[config.mk]
export PLATFORM = sky130hd
export DESIGN_NAME = hostSramSeq
export DESIGN_NICKNAME = d
export VERILOG_FILES = /design/src/rtl/hss_pkg.sv /design/src/rtl/hss_arb.sv /design/src/rtl/hss_ctrl.sv /design/src/rtl/hss_dp.sv /design/src/rtl/hostSramSeq.sv
export SDC_FILE = /design/constraint.sdc
export NUM_CORES = 1
export LEC_CHECK = 0
export BUFFER_PORTS_ARGS = -buffer_cell sky130_fd_sc_hd__clkbuf_2
export CAP_MARGIN = 40
export CELL_PAD_IN_SITES_DETAIL_PLACEMENT = 1
export CELL_PAD_IN_SITES_GLOBAL_PLACEMENT = 1
export CORE_MARGIN = 2
export CORE_UTILIZATION = 30
export CTS_CLUSTER_DIAMETER = 200
export DETAILED_ROUTE_END_ITERATION = 8
export GPL_TIMING_DRIVEN = 0
export PLACE_DENSITY = 0.81
export SKIP_LAST_GASP = 1
export SLEW_MARGIN = 20
export SYNTH_ARGS = -nofsm -noshare
export SYNTH_HDL_FRONTEND = slang
export SYNTH_SLANG_ARGS = --single-unit
[constraint.sdc]
create_clock -name clk -period 2 [get_ports clk]
set_clock_uncertainty 0.1 [all_clocks]
set_input_delay 0.3 -clock clk [delete_from_list [all_inputs] [get_ports clk]]
set_output_delay 0.3 -clock clk [all_outputs]
set_load 0.01 [all_outputs]
[src/rtl/hss_pkg.sv]
package hss_pkg;

  typedef enum logic [2:0] {
    S_IDLE,
    S_ARB,
    S_TURN,
    S_DATA,
    S_REC
  } seqState_t;

  typedef struct packed {
    logic capture;
    logic busOn;
    logic rdPhase;
    logic wrStrobe;
    logic rdyOn;
  } seqStrobe_t;

endpackage

[src/rtl/hss_arb.sv]
module hss_arb #(
  parameter int N_INT = 2
) (
  input  logic             clk,
  input  logic             rstN,
  input  logic [N_INT-1:0] intReq,
  input  logic             hostReq,
  input  logic             memFree,
  output logic [N_INT-1:0] intGnt,
  output logic             hostGnt
);

  logic taken;

  always_comb begin
    intGnt = '0;
    taken  = 1'b0;
    for (int i = 0; i < N_INT; i++) begin
      if (memFree && intReq[i] && !taken) begin
        intGnt[i] = 1'b1;
        taken     = 1'b1;
      end
    end
    hostGnt = memFree && hostReq && !taken;
  end

  // never more than one grant
  a_r11_one_grant: assert property (@(posedge clk) disable iff (!rstN)
    $onehot0({intGnt, hostGnt}));

  // an internal request in the arbitration cycle blocks the host
  a_r3_int_wins: assert property (@(posedge clk) disable iff (!rstN)
    (hostReq && (|intReq)) |-> !hostGnt);

endmodule

[src/rtl/hss_ctrl.sv]
module hss_ctrl
  import hss_pkg::*;
#(
  parameter int WAIT_W = 2
) (
  input  logic              clk,
  input  logic              rstN,
  input  logic              hostCsN,
  input  logic              hostAsN,
  input  logic              hostGnt,
  input  logic              isRead,
  input  logic [WAIT_W-1:0] waitLat,
  output logic              hostReq,
  output logic              memFree,
  output seqStrobe_t        strb
);

  seqState_t   state, stateNxt;
  logic [WAIT_W-1:0] cnt, cntNxt;
  logic        startHit;
  logic        lastData;

  assign startHit = (state == S_IDLE) && !hostCsN && !hostAsN;
  assign lastData = (state == S_DATA) && (cnt == waitLat);

  always_comb begin
    stateNxt = state;
    cntNxt   = cnt;
    unique case (state)
      S_IDLE: if (startHit) stateNxt = S_ARB;
      S_ARB:  if (hostGnt)  stateNxt = S_TURN;
      S_TURN: begin
        stateNxt = S_DATA;
        cntNxt   = '0;
      end
      S_DATA: begin
        if (lastData) stateNxt = S_REC;
        else          cntNxt   = cnt + 1'b1;
      end
      S_REC:  stateNxt = S_IDLE;
      default: stateNxt = S_IDLE;
    endcase
  end

  always_ff @(posedge clk or negedge rstN) begin
    if (!rstN) begin
      state <= S_IDLE;
      cnt   <= '0;
    end else begin
      state <= stateNxt;
      cnt   <= cntNxt;
    end
  end

  assign hostReq = (state == S_ARB);
  assign memFree = (state == S_IDLE) || (state == S_ARB) || (state == S_REC);

  always_comb begin
    strb.capture  = startHit;
    strb.busOn    = (state == S_TURN) || (state == S_DATA);
    strb.rdPhase  = strb.busOn && isRead;
    strb.rdyOn    = lastData;
    strb.wrStrobe = lastData && !isRead;
  end

  // a host grant is always followed by the turnaround cycle
  a_r4_turn_after_gnt: assert property (@(posedge clk) disable iff (!rstN)
    (state == S_ARB && hostGnt) |=> (state == S_TURN));

  // turnaround lasts exactly one cycle and is followed by data
  a_r4_turn_one_cycle: assert property (@(posedge clk) disable iff (!rstN)
    (state == S_TURN) |=> (state == S_DATA));

  // the data-phase counter never runs past the captured wait count
  a_r6_wait_bound: assert property (@(posedge clk) disable iff (!rstN)
    (state == S_DATA) |-> (cnt <= waitLat));

  // the ready cycle is followed by recovery
  a_r8_rec_after_ready: assert property (@(posedge clk) disable iff (!rstN)
    lastData |=> (state == S_REC));

  // recovery always returns to idle before another start can be taken
  a_r9_rec_to_idle: assert property (@(posedge clk) disable iff (!rstN)
    (state == S_REC) |=> (state == S_IDLE));

endmodule

[src/rtl/hss_dp.sv]
module hss_dp
  import hss_pkg::*;
#(
  parameter int ADDR_W = 4,
  parameter int DATA_W = 32,
  parameter int BANK_W = 2,
  parameter int WORD_W = 2,
  parameter int WAIT_W = 2,
  localparam int BE_W = DATA_W / 8,
  localparam int SA_W = BANK_W + ADDR_W + WORD_W
) (
  input  logic              clk,
  input  logic              rstN,
  input  seqStrobe_t        strb,
  input  logic              hostRdWrN,
  input  logic [BANK_W-1:0] hostBank,
  input  logic [WORD_W-1:0] hostWord,
  input  logic [ADDR_W-1:0] hostAddr,
  input  logic [BE_W-1:0]   hostBeN,
  input  logic [DATA_W-1:0] hostWdata,
  input  logic [WAIT_W-1:0] cfgWait,
  output logic              isRead,
  output logic [WAIT_W-1:0] waitLat,
  output logic [DATA_W-1:0] hostRdata,
  output logic              hostRdyN,
  output logic              xcvrToHost,
  output logic              daEnN,
  output logic [SA_W-1:0]   sramAddr,
  output logic              sramCeN,
  output logic              sramOeN,
  output logic              sramWeN,
  output logic [BE_W-1:0]   sramBeN,
  output logic [DATA_W-1:0] sramWdata,
  input  logic [DATA_W-1:0] sramRdata
);

  logic [SA_W-1:0]   addrLat;
  logic [BE_W-1:0]   beLat;
  logic [DATA_W-1:0] dataLat;

  always_ff @(posedge clk or negedge rstN) begin
    if (!rstN) begin
      isRead  <= 1'b1;
      addrLat <= '0;
      beLat   <= '1;
      dataLat <= '0;
      waitLat <= '0;
    end else if (strb.capture) begin
      isRead  <= hostRdWrN;
      addrLat <= {hostBank, hostAddr, hostWord};
      beLat   <= hostBeN;
      dataLat <= hostWdata;
      waitLat <= cfgWait;
    end
  end

  assign sramAddr   = strb.busOn ? addrLat : '0;
  assign sramCeN    = !strb.busOn;
  assign sramOeN    = !strb.rdPhase;
  assign sramWeN    = !strb.wrStrobe;
  assign sramWdata  = dataLat;
  assign sramBeN    = !strb.busOn ? '1 : (isRead ? '0 : beLat);
  assign hostRdyN   = !strb.rdyOn;
  assign hostRdata  = (strb.rdPhase && strb.rdyOn) ? sramRdata : '0;
  assign xcvrToHost = strb.rdPhase;
  assign daEnN      = !strb.busOn;

  // write enable only with ready and never together with output enable
  a_r7_we_with_ready: assert property (@(posedge clk) disable iff (!rstN)
    !sramWeN |-> (!hostRdyN && sramOeN && !sramCeN));

  // the SRAM address holds for the whole access
  a_r2_addr_stable: assert property (@(posedge clk) disable iff (!rstN)
    (!sramCeN && $past(!sramCeN)) |-> $stable(sramAddr));

  // the direction line only points toward the host while buffers are on
  a_r10_dir_in_window: assert property (@(posedge clk) disable iff (!rstN)
    xcvrToHost |-> !daEnN);

endmodule

[src/rtl/hostSramSeq.sv]
module hostSramSeq
  import hss_pkg::*;
#(
  parameter int ADDR_W = 4,
  parameter int DATA_W = 32,
  parameter int BANK_W = 2,
  parameter int WORD_W = 2,
  parameter int WAIT_W = 2,
  parameter int N_INT  = 2,
  localparam int BE_W = DATA_W / 8,
  localparam int SA_W = BANK_W + ADDR_W + WORD_W
) (
  input  logic              clk,
  input  logic              rstN,
  input  logic              hostCsN,
  input  logic              hostAsN,
  input  logic              hostRdWrN,
  input  logic [BANK_W-1:0] hostBank,
  input  logic [WORD_W-1:0] hostWord,
  input  logic [ADDR_W-1:0] hostAddr,
  input  logic [BE_W-1:0]   hostBeN,
  input  logic [DATA_W-1:0] hostWdata,
  input  logic [WAIT_W-1:0] cfgWait,
  output logic [DATA_W-1:0] hostRdata,
  output logic              hostRdyN,
  output logic              xcvrToHost,
  output logic              daEnN,
  input  logic [N_INT-1:0]  intReq,
  output logic [N_INT-1:0]  intGnt,
  output logic [SA_W-1:0]   sramAddr,
  output logic              sramCeN,
  output logic              sramOeN,
  output logic              sramWeN,
  output logic [BE_W-1:0]   sramBeN,
  output logic [DATA_W-1:0] sramWdata,
  input  logic [DATA_W-1:0] sramRdata
);

  seqStrobe_t        strb;
  logic              hostReq;
  logic              memFree;
  logic              hostGnt;
  logic              isRead;
  logic [WAIT_W-1:0] waitLat;

  hss_arb #(.N_INT(N_INT)) u_arb (
    .clk     (clk),
    .rstN    (rstN),
    .intReq  (intReq),
    .hostReq (hostReq),
    .memFree (memFree),
    .intGnt  (intGnt),
    .hostGnt (hostGnt)
  );

  hss_ctrl #(.WAIT_W(WAIT_W)) u_ctrl (
    .clk     (clk),
    .rstN    (rstN),
    .hostCsN (hostCsN),
    .hostAsN (hostAsN),
    .hostGnt (hostGnt),
    .isRead  (isRead),
    .waitLat (waitLat),
    .hostReq (hostReq),
    .memFree (memFree),
    .strb    (strb)
  );

  hss_dp #(
    .ADDR_W(ADDR_W), .DATA_W(DATA_W), .BANK_W(BANK_W),
    .WORD_W(WORD_W), .WAIT_W(WAIT_W)
  ) u_dp (
    .clk        (clk),
    .rstN       (rstN),
    .strb       (strb),
    .hostRdWrN  (hostRdWrN),
    .hostBank   (hostBank),
    .hostWord   (hostWord),
    .hostAddr   (hostAddr),
    .hostBeN    (hostBeN),
    .hostWdata  (hostWdata),
    .cfgWait    (cfgWait),
    .isRead     (isRead),
    .waitLat    (waitLat),
    .hostRdata  (hostRdata),
    .hostRdyN   (hostRdyN),
    .xcvrToHost (xcvrToHost),
    .daEnN      (daEnN),
    .sramAddr   (sramAddr),
    .sramCeN    (sramCeN),
    .sramOeN    (sramOeN),
    .sramWeN    (sramWeN),
    .sramBeN    (sramBeN),
    .sramWdata  (sramWdata),
    .sramRdata  (sramRdata)
  );

  // no internal grant while the host owns the SRAM bus
  a_r8_busy_no_grant: assert property (@(posedge clk) disable iff (!rstN)
    !sramCeN |-> (intGnt == '0));

endmodule

# Yosys cells after proc, flatten, opt, wreduce, memory -nomap -nowiden

Index checks and enable logic that the tools add are counted.

Flip-flop bits (word level): 52
Output and inout bits: 84
Word-level logic and storage cells: 57
Bits of input ports: 85

Equality and inequality tests: 9
Reduce and logical (&&, ||, !) cells: 27
Muxes and demuxes: 13
Add/subtract/negate cells: 1

Operator list:

| operator                                                              | number |
|---|---|
| 32-bit two-way mux                                                    | 1 |
| 3-bit one-hot mux with 4 select lines                                 | 1 |
| 1-bit logical AND                                                     | 11 |
| 1-bit logical NOT                                                     | 9 |
| 3-bit two-way mux                                                     | 3 |
| 4-bit two-way mux                                                     | 2 |
| 8-bit two-way mux                                                     | 1 |
| 3-bit by 2-bit equality test with 1-bit output, second input constant | 2 |
| 2-bit by 1-bit != test with 1-bit output, second input constant       | 2 |
| 2-bit != test, second input constant                                  | 2 |
| 2-bit one-hot mux with 2 select lines                                 | 1 |
| 3-bit by 1-bit equality test with 1-bit output, second input constant | 1 |
| 3-bit equality test, second input constant                            | 1 |
| 3-bit logical NOT                                                     | 1 |
| 1-bit logical OR                                                      | 3 |
| 1-bit two-way mux                                                     | 3 |
| 3-bit AND reduction                                                   | 1 |
| 2-bit by 1-bit adder with 2-bit output, second input constant         | 1 |
| 2-bit equality test                                                   | 1 |
| 2-bit two-way mux                                                     | 1 |
| 2-bit AND reduction                                                   | 1 |
| 2-bit nonzero test                                                    | 1 |

# Longest topological paths before layout

Depth after elaboration: 12
Mapped depth: 6
Depth with buffers taken out: 5

# Cells and area by module

From an unflattened synthesis, not the netlist that was laid out.

Cell total of the unflattened synthesis: 207
Area, all modules: 2,676.3 um^2

By module, submodules not included:

| module   | instances | area each (um^2) | cells an instance |
|---|---|---|---|
| hss_dp   | 1         | 2,303.5          | 165 |
| hss_ctrl | 1         | 342.8            | 39 |
| hss_arb  | 1         | 30.0             | 3 |

# Worst setup path before layout

No wires, ideal clock.

Path kind: register -> output
From: register u_ctrl.state[2]
To: output port hostRdata[0]
Stages on the path, launching flop included: 7
Buffers on the path: 1
Arrival time: 1.444 ns
Slack: 0.156 ns
Cell sequence: dfrtp_1 and2b_2 and2_4 inv_2 nor4_4 buf_6 and2_1

Word-level cells in the longest chain between the ends: 5
Elaborated cells on any way between the ends: 7

Ends and longest elaborated chain:

| item                                           | RTL line          | RTL |
|---|---|---|
| start, declared                                | hss_ctrl.sv:18    | `seqState_t state, stateNxt;` |
| start signal, assigned                         | hss_ctrl.sv:50    | `state <= stateNxt;` |
| 3-bit by 2-bit equality test with 1-bit output | hss_ctrl.sv:60    | `strb.busOn = (state == S_TURN) \|\| (state == S_DATA);` |
| 1-bit logical OR *                             | hss_ctrl.sv:60    |  |
| 1-bit logical AND *                            | hss_ctrl.sv:61    | `strb.rdPhase = strb.busOn && isRead;` |
| net xcvrToHost                                 | hostSramSeq.sv:26 | `output logic xcvrToHost,` |
| 1-bit logical AND *                            | hss_dp.sv:64      | `assign hostRdata = (strb.rdPhase && strb.rdyOn) ? sramRdata : '0;` |
| 32-bit two-way mux *                           | hss_dp.sv:64      |  |
| end, declared                                  | hostSramSeq.sv:24 | `output logic [DATA_W-1:0] hostRdata,` |

The timed path passes the listed nets; every way through them passes the cells marked *.

# Final worst setup path

From: register u_ctrl.state[2]
To: output port hostRdata[21]

Word-level cells in the longest chain between the ends: 5
Elaborated cells on any way between the ends: 7

Ends and longest elaborated chain:

| item                                                              | RTL line |
|---|---|
| 3-bit by 2-bit equality test with 1-bit output (on tied branches) | hss_ctrl.sv:60, hss_ctrl.sv:24 |
| 1-bit logical OR                                                  | hss_ctrl.sv:60 |
| 1-bit logical AND                                                 | hss_ctrl.sv:61 |
| 1-bit logical AND *                                               | hss_dp.sv:64 |
| 32-bit two-way mux *                                              | hss_dp.sv:64 |

Mark *: on every way between the ends. The rest lies on a longest branch, timed or not.

==> results.sh <==
export IMPL_finalNetCount=470
export IMPL_setup_viol=46
export IMPL_grt_max_degree=53
export IMPL_first_pass_iters=4
export IMPL_synth_compound_area_share_pct=2.89
export IMPL_ir_drop_v=0.000583
export IMPL_p_leak_nw=2.07
export IMPL_io_buffers=168
export IMPL_yosysWarningCount=0
export IMPL_root_buffer="clkbuf_8"
export IMPL_maxCapViolations=0
export IMPL_outcome="finished, violations left"
export IMPL_rows=32
export IMPL_synthMuxAreaShare_pct=22.2
export IMPL_pre_cts_ws_ps=-122
export IMPL_finalInstanceArea_um2=4120
export IMPL_grt_total_usage_pct=15.9
export IMPL_p_sw_share_pct=36.1
export IMPL_critPathLaunchType="flop"
export IMPL_wl_mm=7.69
export IMPL_internal_power_w=0.00367
export IMPL_p_clk_share_pct=9.7
export IMPL_reg2reg_from="u_ctrl.state[2]"
export IMPL_dieWidth_um=94.0
export IMPL_drcViolationCount=0
export IMPL_cts_clk_slew_worst_paths_ps=90
export IMPL_cts_max_path_buffers=2
export IMPL_drive_above_1_share_pct=80.3
export IMPL_synthCells=190
export IMPL_p_comb_share_pct=56.0
export IMPL_stdcell_count=487
export IMPL_p_seq_share_pct=34.3
export IMPL_worstHoldStart="hostBank[1]"
export IMPL_synth_seq_cells=52
export IMPL_area_growth_pct=69.7
export IMPL_via_per_inst=4.59
export IMPL_cellPowerDensity_nw_per_um2=1390
export IMPL_hold_violations=0
export IMPL_gp_congestion=0.667
export IMPL_synth_top_area_cell="dfrtp_1"
export IMPL_hold_path_class="in2reg"
export IMPL_antenna_found_initial=0
export IMPL_synth_edf_count=0
export IMPL_synth_fa_ha_area_share_pct=0
export IMPL_tns_ps=-6380
export IMPL_antenna_left=0
export IMPL_worst_setup_path_end_kind="output port"
export IMPL_core_area_um2=7770
export IMPL_synth_top_family_by_area="multiplexers"
export IMPL_fin_crit_ps=2190
export IMPL_die_h_um=94.0
export IMPL_synthTopCellsByArea="dfrtp_1 (48%), mux2_2 (22%), and2_1 (11%)"
export IMPL_crit_arrival_ps=1790
export IMPL_grt_pass1_wl_mm=10.9
export IMPL_numCtsBuffers=5
export IMPL_initial_core_util_pct=31.3
export IMPL_startpoint="u_ctrl.state[2]"
export IMPL_grt_pass1_vias=2277
export IMPL_yosysUniqueCellTypes=30
export IMPL_dp_hpwl_mm=5.45
export IMPL_slew_viol_final=0
export IMPL_tightest_slew_ps=698
export IMPL_finalCritPeriodShare_pct=110
export IMPL_via_count=2235
export IMPL_violations="negative setup slack"
export IMPL_die_area_um2=8830
export IMPL_fmax_mhz=456
export IMPL_critPathMaxFanout=7
export IMPL_num_antenna_cells=0
export IMPL_critPathRequiredTime_ps=1600
export IMPL_dp_cells=460
export IMPL_synth_area_um2=2430
export IMPL_post_dp_cell_area_um2=3400
export IMPL_slew_headroom_pct=53.4
export IMPL_seq_area_frac_synth_pct=53.8
export IMPL_switchingPower_w=0.00208
export IMPL_yosys_area_top_type_share_pct=48.4
export IMPL_synth_nets=275
export IMPL_drt_iter0_markers=30
export IMPL_synth_xor_area_share_pct=0.721
export IMPL_avgSynthCellArea_um2=12.8
export IMPL_cts_sinks=52
export IMPL_setup_ws_ps=-192
export IMPL_clock_latency_ps=290
export IMPL_wl_per_cell_um=15.8
export IMPL_cts_tree="done"
export IMPL_htree_levels=2
export IMPL_async_reset_ff_share_pct=100
export IMPL_pin_count=169
export IMPL_synth_simple_area_share_pct=15.8
export IMPL_ys_flop_type="dfrtp_1"
export IMPL_critPathKind="reg2out"
export IMPL_grt_overflow=0
export IMPL_grt_setup_unrepaired="true"
==> layout make-up <==
type | instances | area, µm²
multi-input combinational | 119 | 1170
sequential | 52 | 1310
tap | 102 | 128
fill | 840 | 3650
buffer | 10 | 101
timing repair buffer | 188 | 1290
clock buffer | 6 | 72.6
inverter | 9 | 40.0
clock inverter | 1 | 5.00
==> flip-flops by register name, indices dropped and copies added (netlist names) <==
register        flops
u_dp.beLat          4
u_dp.waitLat        2
u_dp.isRead         1
u_ctrl.state        3
u_dp.sramWdata     32
u_dp.addrLat        8
u_ctrl.cnt          2
==> cell families (layout without fill, tap and decap cells) <==
family / after synthesis / in the layout
and+or+nand+nor: 57 / 57
xor gates and xnor gates: 2 / 2
DFF: 52 / 52
muxes: 48 / 48
AOI/OAI and AO/OA: 12 / 12
buffers and inverters: 19 / 214
==> metrics by stage <==
step,utilization (%),hold slack [ps],power (W)
after CTS,47.3,117,0.00522
after detailed placement,43.8,326,0.00425
after floorplan,-,-95.6,0.00325
after global placement,43.7,381,0.00413
final,53.0,129,0.00574
after global routing,53.0,117,0.00615
==> placed cells by master (no fill, tap or decap), types with 2 or more instances in the layout <==
| cell type | count |
|---|---|
| buf_6 | 52 |
| nor3_1 | 2 |
| mux2_2 | 47 |
| dfrtp_2 | 5 |
| a21oi_1 | 3 |
| o21ai_0 | 2 |
| buf_2 | 5 |
| clkbuf_2 | 123 |
| and2_4 | 37 |
| inv_1 | 7 |
| dfrtp_1 | 42 |
| clkbuf_8 | 5 |
| buf_4 | 14 |
| o21ai_4 | 3 |
| nand2_1 | 3 |
| and2_1 | 5 |
| nor4_4 | 2 |
| dfstp_2 | 5 |
==> power by group through the flow <==
stage	Combinational, W	Clock, W	Sequential, W
global route	0.00347	0.000628	0.00205
floorplan	0.00119	0	0.00206
finish	0.00322	0.000557	0.00197
CTS	0.00268	0.000592	0.00195
global placement	0.00219	0	0.00194
detailed placement	0.00227	0	0.00198
==> timing repair <==
item                                    CTS  global route
hold buffers                              1             0
setup buffers                             9             7
resized for setup                        26           139
hold endpoints to repair                 24             0
gates cloned                              3             1
pin swaps                                 2            35
endpoints found under the setup margin   44            77
==> synth_stat cells, drive strengths merged (3+ instances only) <==
master,count
mux2,47
buf,9
o21ai,6
a21oi,3
dfstp,5
and2,42
inv,9
dfrtp,47
nand2,3
==> path summary, 6_finish.rpt <==
| kind | endpoint | slack (ps) | cells after the start |
|---|---|---|---|
| worst max-delay path | hostRdata[21] | -190 | 8 |
| worst min-delay path | u_dp.addrLat[7] | 130 | 2 |
| worst max register to register | u_dp.sramWdata[9] | 140 | 5 |
| worst min register to register | u_dp.addrLat[7] | 410 | 1 |
| max in group asynchronous | u_ctrl.state[0] | 790 | 2 |
| min in group asynchronous | u_dp.sramWdata[9] | 510 | 2 |
==> worst max-delay path: stages, from the launching register on <==
cell,delay [ps]
dfrtp_1,390
and2b_2,230
and2_4,160
inv_4,40
nor4_4,130
buf_6,180
buf_6,120
and2_1,120
buf_2,130
==> metal layers <==
metal	routed length (µm)	share of wire [%]	vias up	track usage [%]
met5	0	0	-	0
met4	49	0.64	0	2.90
met3	722	9.4	6	5.22
met2	4100	53	121	31.4
met1	2810	37	1089	16.0
li1	-	-	1019	-
Note: power is estimated with default switching activity, not from simulation.
